`config.mk`:
```
export PLATFORM = sky130hd
export DESIGN_NAME = gpio_pad_port
export DESIGN_NICKNAME = d
export VERILOG_FILES = /design/src/rtl/gpio_pad_port.sv
export SDC_FILE = /design/constraint.sdc
export NUM_CORES = 1
export LEC_CHECK = 0
export BUFFER_PORTS_ARGS = -buffer_cell sky130_fd_sc_hd__buf_2
export CORE_MARGIN = 10
export CORE_UTILIZATION = 23
export DETAILED_ROUTE_END_ITERATION = 8
export HOLD_SLACK_MARGIN = 0.03
export PLACE_DENSITY = 0.45
export SYNTH_ARGS = -nofsm -noshare
export SYNTH_HDL_FRONTEND = slang
export SYNTH_SLANG_ARGS = --single-unit
```
`constraint.sdc`:
```
create_clock -name clk -period 4.7 [get_ports clk]
set_clock_uncertainty 0.15 [all_clocks]
set_input_delay 1.175 -clock clk [delete_from_list [all_inputs] [get_ports clk]]
set_output_delay 1.175 -clock clk [all_outputs]
set_load 0.005 [all_outputs]
```
`src/rtl/gpio_pad_port.sv`:
```
module gpio_pad_port #(
  parameter int NPIN    = 8,
  parameter int AW      = 6,
  parameter int OFF_LSB = 16
) (
  input  logic            clk,
  input  logic            rst_n,
  input  logic            bus_wr,
  input  logic [AW-1:0]   bus_addr,
  input  logic [31:0]     bus_wdata,
  output logic [31:0]     bus_rdata,
  input  logic [NPIN-1:0] pad_in,
  output logic [NPIN-1:0] pad_oe,
  output logic [NPIN-1:0] pad_do,
  output logic [NPIN-1:0] pad_pu,
  output logic [NPIN-1:0] pin_level
);
  localparam int MW = 2 * NPIN;
  localparam logic [AW-1:0] A_MODE = AW'(0);
  localparam logic [AW-1:0] A_OFF  = AW'(4);
  localparam logic [AW-1:0] A_DOUT = AW'(8);
  localparam logic [AW-1:0] A_MASK = AW'(12);
  localparam logic [AW-1:0] A_PIN  = AW'(16);

  logic [MW-1:0]   mode_q;
  logic [NPIN-1:0] off_q, dout_q, mask_q, sync1_q, sync2_q;

  always_ff @(posedge clk or negedge rst_n) begin
    if (!rst_n) begin
      mode_q <= '0;
      off_q  <= '0;
      dout_q <= '0;
      mask_q <= '0;
    end else if (bus_wr) begin
      case (bus_addr)
        A_MODE:  mode_q <= bus_wdata[MW-1:0];
        A_OFF:   off_q  <= bus_wdata[OFF_LSB +: NPIN];
        A_DOUT:  dout_q <= (dout_q & mask_q) | (bus_wdata[NPIN-1:0] & ~mask_q);
        A_MASK:  mask_q <= bus_wdata[NPIN-1:0];
        default: ;
      endcase
    end
  end

  always_ff @(posedge clk or negedge rst_n) begin
    if (!rst_n) begin
      sync1_q <= '0;
      sync2_q <= '0;
    end else begin
      sync1_q <= pad_in;
      sync2_q <= sync1_q;
    end
  end

  assign pin_level = sync2_q & ~off_q;

  for (genvar i = 0; i < NPIN; i++) begin : g_pin
    logic [1:0] md;
    assign md        = mode_q[2*i +: 2];
    assign pad_oe[i] = (md == 2'b01) | (md[1] & ~dout_q[i]);
    assign pad_do[i] = (md == 2'b01) & dout_q[i];
    assign pad_pu[i] = (md == 2'b11) & dout_q[i];
  end

  always_comb begin
    case (bus_addr)
      A_MODE:  bus_rdata = 32'(mode_q);
      A_OFF:   bus_rdata = 32'(off_q) << OFF_LSB;
      A_DOUT:  bus_rdata = 32'(dout_q);
      A_MASK:  bus_rdata = 32'(mask_q);
      A_PIN:   bus_rdata = 32'(pin_level);
      default: bus_rdata = '0;
    endcase
  end

  logic [1:0] up_cnt;
  always_ff @(posedge clk or negedge rst_n)
    if (!rst_n) up_cnt <= '0;
    else if (up_cnt != 2'd2) up_cnt <= up_cnt + 2'd1;

  AST_DRIVE_HAS_OE: assert property (@(posedge clk) disable iff (!rst_n)
    (pad_do & ~pad_oe) == '0);
  AST_PU_NOT_DRIVEN: assert property (@(posedge clk) disable iff (!rst_n)
    (pad_pu & pad_oe) == '0);
  AST_MASK_HOLD: assert property (@(posedge clk) disable iff (!rst_n)
    (bus_wr && bus_addr == A_DOUT) |=> ((dout_q ^ $past(dout_q)) & $past(mask_q)) == '0);
  AST_SYNC_LAT: assert property (@(posedge clk) disable iff (!rst_n)
    (up_cnt == 2'd2) |-> pin_level == ($past(pad_in, 2) & ~off_q));
  AST_RESET_QUIET: assert property (@(posedge clk)
    !rst_n |=> (pad_oe == '0 && pad_pu == '0 && pad_do == '0));
  AST_UNMAPPED_ZERO: assert property (@(posedge clk) disable iff (!rst_n)
    (bus_addr != A_MODE && bus_addr != A_OFF && bus_addr != A_DOUT &&
     bus_addr != A_MASK && bus_addr != A_PIN) |-> bus_rdata == '0);
endmodule

```
==> flow_summary.yaml, run 1 <==
die:
  pin_count: 113
  initial_core_util_pct: 23.82
  die_h_um: 129.5
  die_area_mm2: 0.01676
  die_x_um: 129.5
  rows: 39
  core-area_mm2: 0.01156
detailed_routing:
  wl_per_cell_um: 17.33
  ant_nets: 0
  firstDrtPassIters: 4
  vias: 1979
  drt_iter0_drc: 36
  via_per_inst: 4.284
  drcViolationCount: 0
  routed_wirelength_um: 8006
cells_and_area:
  multi_input_area_mm2: 0.001244
  fin_nets: 367
  area_delta_synth_final_pct: 26.75
  layout-drive-gt1-share_pct: 47.02
  diodes: 0
  final-seq-area_mm2: 0.001401
  nFillCells: 1230
placed_design:
  io_buffers: 96
  dp.final_hpwl_um: 6176
  place_congestion: 0.7505
critical_path:
  worstSetupStartpointType: "input pin"
  cp.arrival_ns: 2.41
  crit_path_max_fanout: 11
  endpoint_kind: "output pin"
  ff2ff_path_depth: 2
  slowest_delay_ns: 0.35
  path_cells: "buf_2, nor4_2, buf_4, and3b_1, and2_1, buf_2"
  timing.rr.start: "mask_q[2]$_DFFE_PN0P_"
  crit_top_cell: "buf_2"
  required_ns: 3.38
  worstSetupPathType: "input pin to output pin"
  slowest_stage: "and3b_1"
  regToRegSetupSlack_ns: 3.50
synth:
  avgSynthCellArea_um2: 12.47
  syn_area_mm2: 0.002755
  synth_common_cells: "dfrtp_1 (56), mux2_2 (22), mux2i_1 (21)"
  ys_warn_count: 0
  synth_edf_count: 0
  ys_seq_elements: 56
  yosysSeqAreaShare_pct: 50.86
  synth_ff_type: "dfrtp_1"
  yosysTopAreaCell: "dfrtp_1"
  async_flop_share_pct: 100.0
  synth_area_leaders: "dfrtp_1 (51%), mux2_2 (9.0%), mux2i_1 (7.6%)"
  ys_types: 26
  synthCells: 221
  synth.most_common_cell: "dfrtp_1"
  netlist.area_leader.share_pct: 50.86
grt:
  grt_first_pass_wirelength_um: 12170
  grt_overflow: 0
  grt_max_degree: 35
  use_met1_pct: 11.02
  grt_pass1_vias: 2190
  antenna_found_initial: 0
  top_usage_layer: "met2"
  grt_util_met3_pct: 3.181
  grtUsageTotal_pct: 9.377
  met2_usage_pct: 16.09
clock_network:
  cts.path.max_buffers: 2
  htree_num_levels: 2
  cts.sinks: 56
  numCtsBuffers: 5
  cts_tree: "yes"
  cts_setup_buffers: 0
  cts_root_buf: "clkbuf_16"
  ctsHoldBuffers: 0
  clk_pin_slew_ns: 0.07
  cts.repair.resized: 0
  insertion_delay_ns: 0.30
sta:
  max_slew.worst_pin.slew_ns: 0.8064
  hold_viol: 0
  maxSlewViolCount: 0
  period_share_pct: 79.49
  max_freq_mhz: 267.7
  timing.slew.headroom_pct: 46.24
  setup_viol: 0
  worst_hold_slack_ns: 0.1975
  tns_ns: 0
  rsz0062_at_grt: "false"
  fin_crit_ns: 3.736
flow_run:
  maxCapViolations: 0
pwr:
  power.density_mw_per_mm2: 326.7
  ir_drop_mv: 0.1537
  leakagePower_nw: 1.870
run_status:
  status: "complete, no violations"
hold_path:
  whs_path_depth: 0
  hp-class: "flip-flop to flip-flop"
  hold_end: "sync2_q[6]$_DFF_PN0_"
  hold_start: "sync1_q[6]$_DFF_PN0_"
## layout by cell type (no fill, tap or decap), drive strengths merged
cell type and instances:
mux2 40, nor4 1, nor2b 9, nor3 9, and2 8, and3 16
o22ai 8, and4 1, clkinv 1, or4b 1, or3b 1, dfrtp 56
mux2i 21, nand2 10, clkinvlp 1, conb 8, nand3 1, nor2 12
inv 6, and3b 1, clkbuf 5, a21oi 3, and4b 1, buf 99
## final cells by class
class / count / area share [%]
multi-input combinational: 151 / 35.61
sequential: 56 / 40.13
tap: 143 / 5.124
clock buffer: 5 / 3.583
timing repair buffer: 99 / 14.40
inverter: 5 / 0.5374
clock inverter: 3 / 0.6091
## per-stage QoR
stage          area, um2  power (mW)  setup slack (ns)  instances  utilization [%]
3_3_place_gp        3346      0.7676            0.9094        454            28.93
6_report            3492       1.141            0.9639        462            30.20
2_1_floorplan       2781      0.6861             1.356        228                -
4_1_cts             3492       1.161            0.8931        462            30.20
3_5_place_dp        3346      0.7735            0.8959        454            28.93
5_1_grt             3492       1.206            0.8128        462            30.20
## layer usage
| layer | vias up | wire length (um) |
|---|---|---|
| li1 | 957 | - |
| met4 | 0 | 77 |
| met5 | - | 0 |
| met3 | 6 | 566 |
| met2 | 57 | 3979 |
| met1 | 959 | 3382 |
## where the power goes
| part | leakage (nW) | internal (mW) | switching, mW |
|---|---|---|---|
| Sequential | 0.718 | 0.534 | 0.0524 |
| Clock | 0.0702 | 0.199 | 0.183 |
| Combinational | 1.08 | 0.0947 | 0.0770 |
| Total | 1.87 | 0.828 | 0.313 |
## critical path, delay by kind of cell
kind	cells	cell delay [ns]
AND/OR/NAND/NOR	3	0.68
buffers and inverters	3	0.54
## kinds of logic (layout without fill, tap and decap cells)
kind of cell	count (synthesis)	after routing	share of synthesized area, %
other	1	8	0.1361
and+or+nand+nor	71	71	16.35
DFF	56	56	50.86
buffers and inverters	21	112	4.950
AOI/OAI and AO/OA	11	11	2.361
muxes	61	61	25.34
## worst max-delay path by stage
stage / endpoint / slack, ns / start
CTS: bus_rdata[18] / 0.89 / bus_addr[4]
global placement: bus_rdata[18] / 0.91 / bus_addr[4]
global route: bus_rdata[21] / 0.81 / bus_addr[4]
floorplan: bus_rdata[16] / 1.36 / bus_addr[4]
detailed placement: bus_rdata[18] / 0.90 / bus_addr[4]
finish: bus_rdata[18] / 0.96 / bus_addr[4]
No activity file was read; power rests on OpenSTA's default activity.
==> inputs of run 2 (changes only) <==
--- a/config.mk
+++ b/config.mk
@@ -10,7 +10,7 @@
 export CORE_UTILIZATION = 23
 export DETAILED_ROUTE_END_ITERATION = 8
 export HOLD_SLACK_MARGIN = 0.03
-export PLACE_DENSITY = 0.45
+export PLACE_DENSITY = 0.47
 export SYNTH_ARGS = -nofsm -noshare
 export SYNTH_HDL_FRONTEND = slang
 export SYNTH_SLANG_ARGS = --single-unit
==> constraint.sdc (replaced) <==
create_clock -name clk -period 3.1 [get_ports clk]
set_clock_uncertainty 0.15 [all_clocks]
set_input_delay 0.775 -clock clk [delete_from_list [all_inputs] [get_ports clk]]
set_output_delay 0.775 -clock clk [all_outputs]
set_load 0.005 [all_outputs]
==> flow_summary.yaml, run 2 (synthesis gave the netlist of run 1 again) <==
run_status:
  status: "complete, no violations"
critical_path:
  slowest_delay_ns: 0.34
  crit_path_max_fanout: 8
  endpoint_kind: "output pin"
  critPathBufInv: 2
  required_ns: 2.17
  path_cells: "buf_2, nor3_1, nand2_1, o22ai_1, buf_2"
  worstSetupStartpointType: "input pin"
  slowest_stage: "nand2_1"
  cp.arrival_ns: 1.97
  worstSetupPathType: "input pin to output pin"
  critPathTopFamily: "simple AND/OR/NAND/NOR gates"
  crit_top_cell: "buf_2"
die:
  die_x_um: 129.5
  pin_count: 113
  initial_core_util_pct: 23.82
  die_h_um: 129.5
  die_area_mm2: 0.01676
  core-area_mm2: 0.01156
  rows: 39
grt:
  grt_max_degree: 37
  antenna_found_initial: 0
  grt_pass1_vias: 2163
  grt_first_pass_wirelength_um: 12150
  grtUsageTotal_pct: 9.470
  grt_overflow: 0
cells_and_area:
  area_delta_synth_final_pct: 28.20
  final_common_cell: "buf_2"
  nFillCells: 1220
  final_cell_mix: "buf_2 (96), dfrtp_1 (56), mux2_2 (22), mux2i_1 (21), and3_1 (16)"
  fin_nets: 370
  diodes: 0
  layout-drive-gt1-share_pct: 47.20
sta:
  hold_viol: 0
  max_slew.worst_pin.slew_ns: 0.8856
  period_share_pct: 93.24
  setup_viol: 0
  maxSlewViolCount: 0
  max_freq_mhz: 346.0
  fin_crit_ns: 2.890
  timing.slew.headroom_pct: 40.96
  tns_ns: 0
  rsz0062_at_grt: "false"
pwr:
  p_sw_mw: 0.4551
  power.density_mw_per_mm2: 507.4
  p_comb_share_pct: 14.6
  clkPwrFrac_pct: 35.9
  pwr-share-seq_pct: 49.5
  leakagePower_nw: 1.895
  p_sw_share_pct: 25.39
  total_power_mw: 1.792
  ir_drop_mv: 0.2385
  p_int_mw: 1.337
clock_network:
  htree_num_levels: 2
  numCtsBuffers: 5
  cts.sinks: 56
  cts.path.max_buffers: 2
  cts.repair.resized: 0
  cts_root_buf: "clkbuf_16"
  cts_tree: "yes"
  ctsHoldBuffers: 0
  cts_setup_buffers: 0
  insertion_delay_ns: 0.29
  clk_pin_slew_ns: 0.07
detailed_routing:
  drt_iter0_drc: 51
  firstDrtPassIters: 4
  ant_nets: 0
  routed-wl-met2_um: 4198
  wl_met3_um: 457
  routed.top_layer: "met4"
  vias: 2002
  met1_length_um: 3367
  routed_wirelength_um: 8086
  via_per_inst: 4.305
  wl_per_cell_um: 17.39
  drcViolationCount: 0
hold_path:
  hp-class: "flip-flop to flip-flop"
placed_design:
  place_congestion: 0.6988
  io_buffers: 96
  dp.final_hpwl_um: 6203
flow_run:
  maxCapViolations: 0
## run 2: changes by cell type in the layout (fill, tap and decap cells not counted)
cell / previous run / this run
buf_4: 3 / 6
clkinvlp_4: 1 / 0
clkbuf_1: 0 / 1
bufinv_16: 0 / 1
inv_6: 1 / 0
## run 2: layout make-up
type,count,area [um2],area share (%)
Timing Repair Buffer,102,525.5,14.88
Inverter,5,18.77,0.5313
Sequential cell,56,1401,39.67
Clock buffer,6,128.9,3.649
Multi-Input combinational cell,151,1244,35.21
Clock inverter,2,35.03,0.9919
Tap cell,143,178.9,5.066
## run 2: routing by layer
metal  GRT usage (%)  up-vias
li1                -      957
met1           10.60      991
met2           17.45       50
met3           2.732        4
met4           1.984        0
met5               0        -
## run 2: metrics by stage
step                      instances  hold slack, ns  util, %  worst slack (ns)  cell area (um2)
after global placement          457          0.1814    29.12            0.1777             3368
after detailed placement        457          0.1847    29.12            0.1711             3368
after floorplan                 228          0.1812        -            0.5561             2781
final                           465          0.2004    30.54            0.2097             3532
after CTS                       465          0.2020    30.54            0.1748             3532
after global routing            465          0.2105    30.54           0.08859             3532
## run 2: power groups by stage
stage               Clock, mW  Sequential, mW  Combinational, mW
floorplan                   0           0.879              0.161
global placement            0           0.899              0.266
detailed placement          0           0.903              0.271
CTS                     0.667           0.888              0.272
global route            0.697           0.902              0.296
finish                  0.643           0.887              0.262
## run 2: final timing paths
kind | start | to | slack [ns] | cells past startpoint
max in group asynchronous | rst_n | sync2_q[6]$_DFF_PN0_ | 1.64 | 2
worst min-delay path | sync1_q[2]$_DFF_PN0_ | sync2_q[2]$_DFF_PN0_ | 0.20 | 0
worst min register to register | sync1_q[2]$_DFF_PN0_ | sync2_q[2]$_DFF_PN0_ | 0.20 | 0
worst max register to register | mask_q[2]$_DFFE_PN0P_ | flip-flop | 1.90 | 2
min in group asynchronous | rst_n | mode_q[10]$_DFFE_PN0P_ | 0.45 | 1
worst max-delay path | bus_addr[1] | bus_rdata[3] | 0.21 | 5
==> inputs of run 3 (changes only) <==
--- a/config.mk
+++ b/config.mk
@@ -6,11 +6,13 @@
 export NUM_CORES = 1
 export LEC_CHECK = 0
 export BUFFER_PORTS_ARGS = -buffer_cell sky130_fd_sc_hd__buf_2
+export CELL_PAD_IN_SITES_DETAIL_PLACEMENT = 2
+export CELL_PAD_IN_SITES_GLOBAL_PLACEMENT = 2
 export CORE_MARGIN = 10
 export CORE_UTILIZATION = 23
 export DETAILED_ROUTE_END_ITERATION = 8
 export HOLD_SLACK_MARGIN = 0.03
-export PLACE_DENSITY = 0.47
+export PLACE_DENSITY = 0.67
 export SYNTH_ARGS = -nofsm -noshare
 export SYNTH_HDL_FRONTEND = slang
 export SYNTH_SLANG_ARGS = --single-unit
==> flow_summary.yaml, run 3 (synthesis gave the netlist of run 1 again) <==
run_status:
  status: "complete, no violations"
clock_network:
  htree_num_levels: 2
  insertion_delay_ns: 0.29
  numCtsBuffers: 5
  cts.sinks: 56
  cts_root_buf: "clkbuf_16"
  cts.path.max_buffers: 2
  clk_pin_slew_ns: 0.07
  cts_tree: "yes"
  cts_setup_buffers: 0
  cts.repair.resized: 0
  ctsHoldBuffers: 0
pwr:
  p_sw_share_pct: 27.13
  p_comb_share_pct: 15.5
  ir_drop_mv: 0.2012
  power.density_mw_per_mm2: 491.4
  clkPwrFrac_pct: 32.9
  p_sw_mw: 0.4684
  p_int_mw: 1.258
  pwr-share-seq_pct: 51.6
  leakagePower_nw: 1.881
die:
  die_area_mm2: 0.01676
  core-area_mm2: 0.01156
  die_x_um: 129.5
  pin_count: 113
  die_h_um: 129.5
  initial_core_util_pct: 23.82
  rows: 39
grt:
  grt_overflow: 0
  grt_pass1_vias: 2365
  grt_first_pass_wirelength_um: 13730
  grtUsageTotal_pct: 10.49
  antenna_found_initial: 0
  grt_max_degree: 31
cells_and_area:
  fin_nets: 370
  diodes: 0
  final_common_cell: "buf_2"
  final_cell_mix: "buf_2 (96), dfrtp_1 (56), mux2_2 (22), mux2i_1 (21), and3_1 (16)"
  area_delta_synth_final_pct: 27.52
  layout-drive-gt1-share_pct: 47.20
sta:
  fin_crit_ns: 2.914
  timing.slew.headroom_pct: 51.90
  period_share_pct: 94.01
  maxSlewViolCount: 0
  setup_slack_ns: 0.1857
  max_slew.worst_pin.slew_ns: 0.7214
  tns_ns: 0
  hold_viol: 0
  max_freq_mhz: 343.1
  setup_viol: 0
  rsz0062_at_grt: "false"
placed_design:
  io_buffers: 96
  preCtsSetupSlack_ns: 0.1559
  dp.final_hpwl_um: 7004
  place_congestion: 0.7146
detailed_routing:
  wl_per_cell_um: 18.94
  via_per_inst: 4.467
  ant_nets: 0
  firstDrtPassIters: 3
  drt_iter0_drc: 47
  vias: 2077
  drcViolationCount: 0
  routed_wirelength_um: 8805
hold_path:
  hold_end: "sync2_q[7]$_DFF_PN0_"
  whs_path_depth: 0
  hp-class: "flip-flop to flip-flop"
  hold_start: "sync1_q[7]$_DFF_PN0_"
critical_path:
  endpoint_kind: "output pin"
  worstSetupPathType: "input pin to output pin"
  cp.arrival_ns: 1.99
  ff2ff_path_depth: 2
  worstSetupStartpointType: "input pin"
  regToRegSetupSlack_ns: 1.90
  required_ns: 2.17
  timing.rr.start: "mask_q[1]$_DFFE_PN0P_"
  crit_path_max_fanout: 8
flow_run:
  maxCapViolations: 0
## run 3: cell type report
class | count | area (um2)
clock buffers | 6 | 128.9
clock inverters | 2 | 16.27
fillers | 1298 | 8051
inverters | 5 | 18.77
multi-input cells | 151 | 1244
flip-flops and latches | 56 | 1401
well taps | 143 | 178.9
repair buffers | 102 | 525.5
## run 3: worst max-delay path, cell delays in order
cell     delay, ns
buf_2         0.12
nor3_1        0.32
nand2_1       0.32
o22ai_1       0.29
buf_2         0.16
## run 3: power by group through the flow
stage | combinational (mW) | clock [mW] | sequential, mW
finish | 0.267 | 0.568 | 0.891
detailed placement | 0.276 | 0 | 0.908
global route | 0.304 | 0.626 | 0.910
CTS | 0.278 | 0.596 | 0.894
global placement | 0.267 | 0 | 0.901
floorplan | 0.161 | 0 | 0.879
## run 3: metrics by stage
stage          instance area [um2]  util, %  hold slack, ns  total power, mW  cells
2_1_floorplan                 2781        -          0.1812            1.040    228
3_3_place_gp                  3368    29.12          0.1822            1.168    457
3_5_place_dp                  3368    29.12          0.1856            1.185    457
4_1_cts                       3513    30.38          0.2025            1.767    465
5_1_grt                       3513    30.38          0.2141            1.840    465
6_report                      3513    30.38          0.1997            1.727    465
## run 3: worst max-delay path by stage
| stage | startpoint | endpoint |
|---|---|---|
| final | bus_addr[1] | bus_rdata[5] |
| after global placement | bus_addr[1] | bus_rdata[7] |
| after CTS | bus_addr[1] | bus_rdata[5] |
| after global routing | bus_addr[1] | bus_rdata[4] |
| after detailed placement | bus_addr[1] | bus_rdata[5] |
| after floorplan | bus_addr[4] | bus_rdata[16] |
## run 3: layer usage
metal	vias up	global-route usage (%)	part of all wire, %
met5	-	0	0
met4	0	1.984	0.69
met3	7	2.896	5.3
met2	50	18.99	53
met1	1061	12.17	41
li1	959	-	-
